$ cat src/rtl/pwr_lock_seq_pkg.sv
package pwr_lock_seq_pkg;

  typedef enum logic [2:0] {
    S_OFF   = 3'd0,
    S_DELAY = 3'd1,
    S_WAIT  = 3'd2,
    S_RUN   = 3'd3,
    S_PDOWN = 3'd4
  } seqState_e;

  // strobes from control to datapath
  typedef struct packed {
    logic cntClr;
    logic cntRun;
    logic lockSet;
    logic lockClr;
  } seqStrobe_t;

  // status from datapath back to control
  typedef struct packed {
    logic delayDone;
    logic pdAsserted;
    logic pdReleased;
  } seqStatus_t;

endpackage

$ cat src/rtl/pwr_lock_seq_ctrl.sv
module pwr_lock_seq_ctrl
  import pwr_lock_seq_pkg::*;
(
  input  logic       clk,
  input  logic       rstN,
  input  logic       supplyGood,
  input  logic       inClkValid,
  input  logic       pllLocked,
  input  seqStatus_t stat,
  output seqState_e  curState,
  output seqStrobe_t strb
);

  seqState_e nextState;

  always_comb begin
    nextState = curState;
    strb      = '0;
    if (!supplyGood) begin
      nextState    = S_OFF;
      strb.lockClr = 1'b1;
      strb.cntClr  = 1'b1;
    end else begin
      unique case (curState)
        S_OFF: begin
          nextState   = S_DELAY;
          strb.cntClr = 1'b1;
        end
        S_DELAY: begin
          if (stat.delayDone) nextState = S_WAIT;
          else                strb.cntRun = 1'b1;
        end
        S_WAIT: begin
          if (stat.pdAsserted) begin
            nextState    = S_PDOWN;
            strb.lockClr = 1'b1;
          end else if (inClkValid && pllLocked) begin
            nextState    = S_RUN;
            strb.lockSet = 1'b1;
          end
        end
        S_RUN: begin
          if (stat.pdAsserted) begin
            nextState    = S_PDOWN;
            strb.lockClr = 1'b1;
          end
        end
        S_PDOWN: begin
          if (stat.pdReleased) nextState = S_WAIT;
        end
        default: nextState = S_OFF;
      endcase
    end
  end

  always_ff @(posedge clk or negedge rstN) begin
    if (!rstN) curState <= S_OFF;
    else       curState <= nextState;
  end

endmodule

$ cat src/rtl/pwr_lock_seq_dp.sv
module pwr_lock_seq_dp
  import pwr_lock_seq_pkg::*;
#(
  parameter int NUM_OUT      = 8,
  parameter int DELAY_CYCLES = 25000
) (
  input  logic               clk,
  input  logic               rstN,
  input  seqStrobe_t         strb,
  input  seqState_e          curState,
  input  logic               pwrDownN,
  input  logic               pdTristate,
  output seqStatus_t         stat,
  output logic               lockOut,
  output logic               outEnable,
  output logic [NUM_OUT-1:0] parkTrueHigh,
  output logic [NUM_OUT-1:0] floatTrue,
  output logic [NUM_OUT-1:0] floatComp
);

  localparam int CNT_W = $clog2(DELAY_CYCLES + 1);
  localparam logic [CNT_W-1:0] CNT_LAST = CNT_W'(DELAY_CYCLES - 1);

  logic [CNT_W-1:0] delayCnt;
  logic             pinPrev;

  // startup delay counter on the free-running timebase
  always_ff @(posedge clk or negedge rstN) begin
    if (!rstN)            delayCnt <= '0;
    else if (strb.cntClr) delayCnt <= '0;
    else if (strb.cntRun) delayCnt <= delayCnt + 1'b1;
  end

  // two-sample debounce of the power-down pin
  always_ff @(posedge clk or negedge rstN) begin
    if (!rstN) pinPrev <= 1'b1;
    else       pinPrev <= pwrDownN;
  end

  // sticky lock flag
  always_ff @(posedge clk or negedge rstN) begin
    if (!rstN)             lockOut <= 1'b0;
    else if (strb.lockClr) lockOut <= 1'b0;
    else if (strb.lockSet) lockOut <= 1'b1;
  end

  always_comb begin
    stat.delayDone  = (delayCnt == CNT_LAST);
    stat.pdAsserted = !pwrDownN && !pinPrev;
    stat.pdReleased = pwrDownN && pinPrev;
  end

  assign outEnable = (curState == S_RUN);

  logic legHigh, legFloatT, legFloatC;

  always_comb begin
    unique case (curState)
      S_RUN: begin
        legHigh = 1'b0; legFloatT = 1'b0; legFloatC = 1'b0;
      end
      S_PDOWN: begin
        legHigh = !pdTristate; legFloatT = pdTristate; legFloatC = 1'b1;
      end
      default: begin
        legHigh = 1'b0; legFloatT = 1'b1; legFloatC = 1'b1;
      end
    endcase
  end

  for (genvar g = 0; g < NUM_OUT; g++) begin : g_leg
    assign parkTrueHigh[g] = legHigh;
    assign floatTrue[g]    = legFloatT;
    assign floatComp[g]    = legFloatC;
  end

endmodule

$ cat src/rtl/pwr_lock_seq.sv
module pwr_lock_seq
  import pwr_lock_seq_pkg::*;
#(
  parameter int NUM_OUT      = 8,
  parameter int DELAY_CYCLES = 25000
) (
  input  logic               clk,
  input  logic               rstN,
  input  logic               supplyGood,
  input  logic               inClkValid,
  input  logic               pllLocked,
  input  logic               pwrDownN,
  input  logic               pdTristate,
  output logic [2:0]         seqState,
  output logic               lockOut,
  output logic               outEnable,
  output logic [NUM_OUT-1:0] parkTrueHigh,
  output logic [NUM_OUT-1:0] floatTrue,
  output logic [NUM_OUT-1:0] floatComp
);

  seqState_e  curState;
  seqStrobe_t strb;
  seqStatus_t stat;

  pwr_lock_seq_ctrl u_ctrl (
    .clk        (clk),
    .rstN       (rstN),
    .supplyGood (supplyGood),
    .inClkValid (inClkValid),
    .pllLocked  (pllLocked),
    .stat       (stat),
    .curState   (curState),
    .strb       (strb)
  );

  pwr_lock_seq_dp #(
    .NUM_OUT      (NUM_OUT),
    .DELAY_CYCLES (DELAY_CYCLES)
  ) u_dp (
    .clk          (clk),
    .rstN         (rstN),
    .strb         (strb),
    .curState     (curState),
    .pwrDownN     (pwrDownN),
    .pdTristate   (pdTristate),
    .stat         (stat),
    .lockOut      (lockOut),
    .outEnable    (outEnable),
    .parkTrueHigh (parkTrueHigh),
    .floatTrue    (floatTrue),
    .floatComp    (floatComp)
  );

  assign seqState = curState;

endmodule

$ cat config.mk
export PLATFORM = sky130hd
export DESIGN_NAME = pwr_lock_seq
export DESIGN_NICKNAME = d
export VERILOG_FILES = /design/src/rtl/pwr_lock_seq_pkg.sv /design/src/rtl/pwr_lock_seq_ctrl.sv /design/src/rtl/pwr_lock_seq_dp.sv /design/src/rtl/pwr_lock_seq.sv
export SDC_FILE = /design/constraint.sdc
export NUM_CORES = 1
export LEC_CHECK = 0
export ABC_AREA = 1
export CORE_MARGIN = 5
export CORE_UTILIZATION = 60
export CTS_CLUSTER_DIAMETER = 30
export DETAILED_ROUTE_END_ITERATION = 6
export DONT_BUFFER_PORTS = 1
export PLACE_DENSITY = 0.76
export SETUP_SLACK_MARGIN = 0.3
export SYNTH_ARGS = -nofsm -noshare
export SYNTH_HDL_FRONTEND = slang
export SYNTH_SLANG_ARGS = --single-unit
$ cat constraint.sdc
create_clock -name clk -period 4.5 [get_ports clk]
set_input_delay 0.45 -clock clk [delete_from_list [all_inputs] [get_ports clk]]
set_output_delay 0.45 -clock clk [all_outputs]
set_load 0.01 [all_outputs]
==> metrics.md <==
| Metric | Value |
|---|---|
| Worst r2r dst | `u_ctrl.curState[1]` |
| Routability cong. | `0.860` |
| GRT met1 Usage | `0.199` |
| Placed cell area | `1370 um2` |
| Number of max-cap violations | `0` |
| Slowest cell on the critical path | `nor4_2` |
| Hold-fix buffers at CTS | `1` |
| HPWL Detailed | `2130 um` |
| Fin crit period | `2.62 ns` |
| Reg2reg start | `u_dp.delayCnt[0]` |
| Largest net degree at the start of global routing | `21` |
| CP arrival | `2.17 ns` |
| Commonest cells post-synth | `66 x nand2_1, 25 x buf_4, 21 x nand3_1, 21 x nor2_1, 19 x dfrtp_1` |
| VDD IR max | `321 uV` |
| Post-CTS setup buffer count | `0` |
| Clk sinks | `20` |
| Tcrit/Tclk final | `0.582` |
| Fmax | `382 MHz` |
| Filler instances | `237` |
| Row count | `18` |
| Nature of the critical path endpoint | `output port` |
| Critical path depth | `3` |
| Vias | `1247` |
| Core area | `2450 um2` |
| Worst-path cell chain | `inv_1 > nor4_2 > nor2_2` |
| Post-synth EDFFs | `0` |
| Met2 GRT Util | `0.337` |
| Root Driver | `clkbuf_4` |
| Setup TNS | `0 ns` |
| Unique masters post-synth | `24` |
| Worst Setup SP | `u_ctrl.curState[2]` |
| Mapped Area | `1540 um2` |
| Via/cell ratio | `5.54` |
| Fin Clk Skew | `0.0102 ns` |
| Crit-path max cell delay | `0.82 ns` |
| Multi-input logic area | `756 um2` |
| Worst EP required | `4.05 ns` |
| HP Class | `in -> reg` |
| Syn Inst Count | `216` |
| Final Hold Vio Count | `0` |
| LEAKAGE | `0.715 nW` |
| Worst setup path end | `floatTrue[0]` |
| Routed Antenna Nets | `0` |
| Cell area after layout | `1410 um2` |
| Synth Warn # | `0` |
| Worst-path fanout max | `8` |
| Syn_area_per_cell | `7.11 um2` |
| First-iteration detailed-routing DRC count | `70` |
| Input/output buffers | `0` |
| Worst slew pin tran | `0.981 ns` |
| Clk slew on worst S/H paths | `0.12 ns` |
| Hold Slack | `0.133 ns` |
| RSZ-0062 raised after global routing | `false` |
| Initial core utilization | `0.625` |
| Sequential area share after synthesis | `0.327` |
| Final cell count without fillers | `225` |
| Top cells by area, synth | `dfrtp_1 31%, nand2_1 16%, buf_4 12%` |
| Grt ovf | `0` |
| Kind of critical path | `reg -> out` |
| Slew Limit Fails | `0` |
| DIE AREA | `3670 um2` |
| Post_cts resized | `0` |
| Inst Count DP | `220` |
| Status | `finished clean` |
| PwrDens | `372 nW/um2` |
| TritonCTS Buffers | `3` |
| P&R area growth vs syn | `-8.15%` |
| CTS max path bufs | `2` |
| Detailed Routing Iterations Pass 1 | `4` |
| M3 GR Usage | `0.0319` |
| DR WL/cell | `12.9 um` |
| FF-to-FF setup slack | `2.76 ns` |
| CTS tree | `done` |
| Final setup violation count | `0` |
| Die X-Extent | `60.6 um` |
| Main synth FF type | `dfrtp_1` |
| Syn nets | `224` |
| CTS H-tree lvls | `1` |
| Nets@finish | `204` |
| Share of cells above drive strength 1 | `0.128` |
| Chip height | `60.6 um` |
| Crit start category | `flop` |
| Post-synth ARST share | `1.00` |
| Synth Register Bits | `20` |
| Worst R2R Path Depth | `8` |
| Remaining DRCs | `0` |
| Register area | `502 um2` |
| # IOs | `36` |
| Most Crowded Layer GR | `met2` |
| Dominant cell type by area after synthesis | `dfrtp_1` |
| Vias in the first global route | `1239` |
| Top-count cell post-synth | `nand2_1` |
| Antenna Cells | `0` |
| Final WS setup | `1.88 ns` |
| Pre-CTS WS | `2.04 ns` |
| Final WL | `2900 um` |
| Antenna violations before repair | `0` |
| First-pass GRT wire length | `5020 um` |
| Delay-heaviest family, CP | `simple AND/OR/NAND/NOR gates` |
| Clk_lat worst skew | `0.31 ns` |
| Yosys top cell area share | `0.310` |
| Buf/Inv on CP | `1` |
| Total GRT Usage | `0.182` |
| Max_slew headroom | `0.341` |
## worst register-to-register path, stage by stage, from the launching register on
cell,delay [ns]
dfrtp_1,0.43
ha_1,0.24
nand2_1,0.07
nor2_1,0.12
nand2_1,0.11
o21bai_1,0.36
nand2_1,0.18
nand2_1,0.10
nand2_1,0.06
## cell usage in the layout, fill, tap and decap left out
cell type,instances
clkbuf_1,1
dfrtp_1,19
nand2_2,12
nor4_2,1
inv_1,17
nand2_1,66
ha_1,1
nor3_4,1
o21bai_1,1
o21ai_0,2
nand4_1,10
a21oi_1,3
dfstp_2,1
inv_2,1
xor2_1,5
clkbuf_4,3
dlygate4sd3_1,1
nor2_8,1
nand3_1,21
nor3_1,2
nor2_2,2
nor2_1,20
buf_6,1
nor2_4,2
a21o_1,1
## worst min-delay path by stage
stage                     startpoint            endpoint  slack, ns  cells after the start
after global placement          rstN    u_dp.delayCnt[0]       0.15                      0
final                       pwrDownN        u_dp.pinPrev       0.13                      0
after CTS                   pwrDownN        u_dp.pinPrev       0.13                      0
after global routing        pwrDownN        u_dp.pinPrev       0.11                      0
after floorplan                 rstN  u_ctrl.curState[0]       0.15                      0
after detailed placement        rstN    u_dp.delayCnt[0]       0.15                      0
## stage by stage
stage | power [mW] | util
floorplan | 0.468 | -
global placement | 0.425 | 0.559
CTS | 0.527 | 0.573
finish | 0.524 | 0.574
detailed placement | 0.432 | 0.559
global route | 0.565 | 0.574
## cells by family after synthesis
| family | Yosys count | synth area share |
|---|---|---|
| and+or+nand+nor | 138 | 0.424 |
| buffers and inverters | 45 | 0.187 |
| DFF | 20 | 0.327 |
| AOI/OAI and AO/OA | 7 | 0.0261 |
| xor gates and xnor gates | 5 | 0.0285 |
| adders and majority gates | 1 | 0.00815 |
## where the power goes
| part | switching, mW | total, mW | internal, mW | leakage [nW] |
|---|---|---|---|---|
| Sequential | 0.0343 | 0.229 | 0.195 | 0.273 |
| Clock | 0.0557 | 0.0903 | 0.0346 | 0.0150 |
| Combinational | 0.155 | 0.205 | 0.0502 | 0.427 |
## final cells by class
cell class,instances,area share
Timing Repair Buffer,2,0.0151
Sequential cell,20,0.356
Inverter,18,0.0479
Tap cell,30,0.0266
Clock buffer,4,0.0186
Multi-Input combinational cell,151,0.536
## routing by layer
layer	wire [um]	up-vias
li1	-	620
met3	197	7
met2	1490	38
met1	1160	582
met4	52	0
met5	0	-
## state kept, by name, summed over array words and instances (netlist names)
| signal | cells |
|---|---|
| u_dp.lockOut | 1 |
| u_dp.pinPrev | 1 |
| u_dp.delayCnt | 15 |
| u_ctrl.curState | 3 |
No activity file was read; power rests on OpenSTA's default activity.
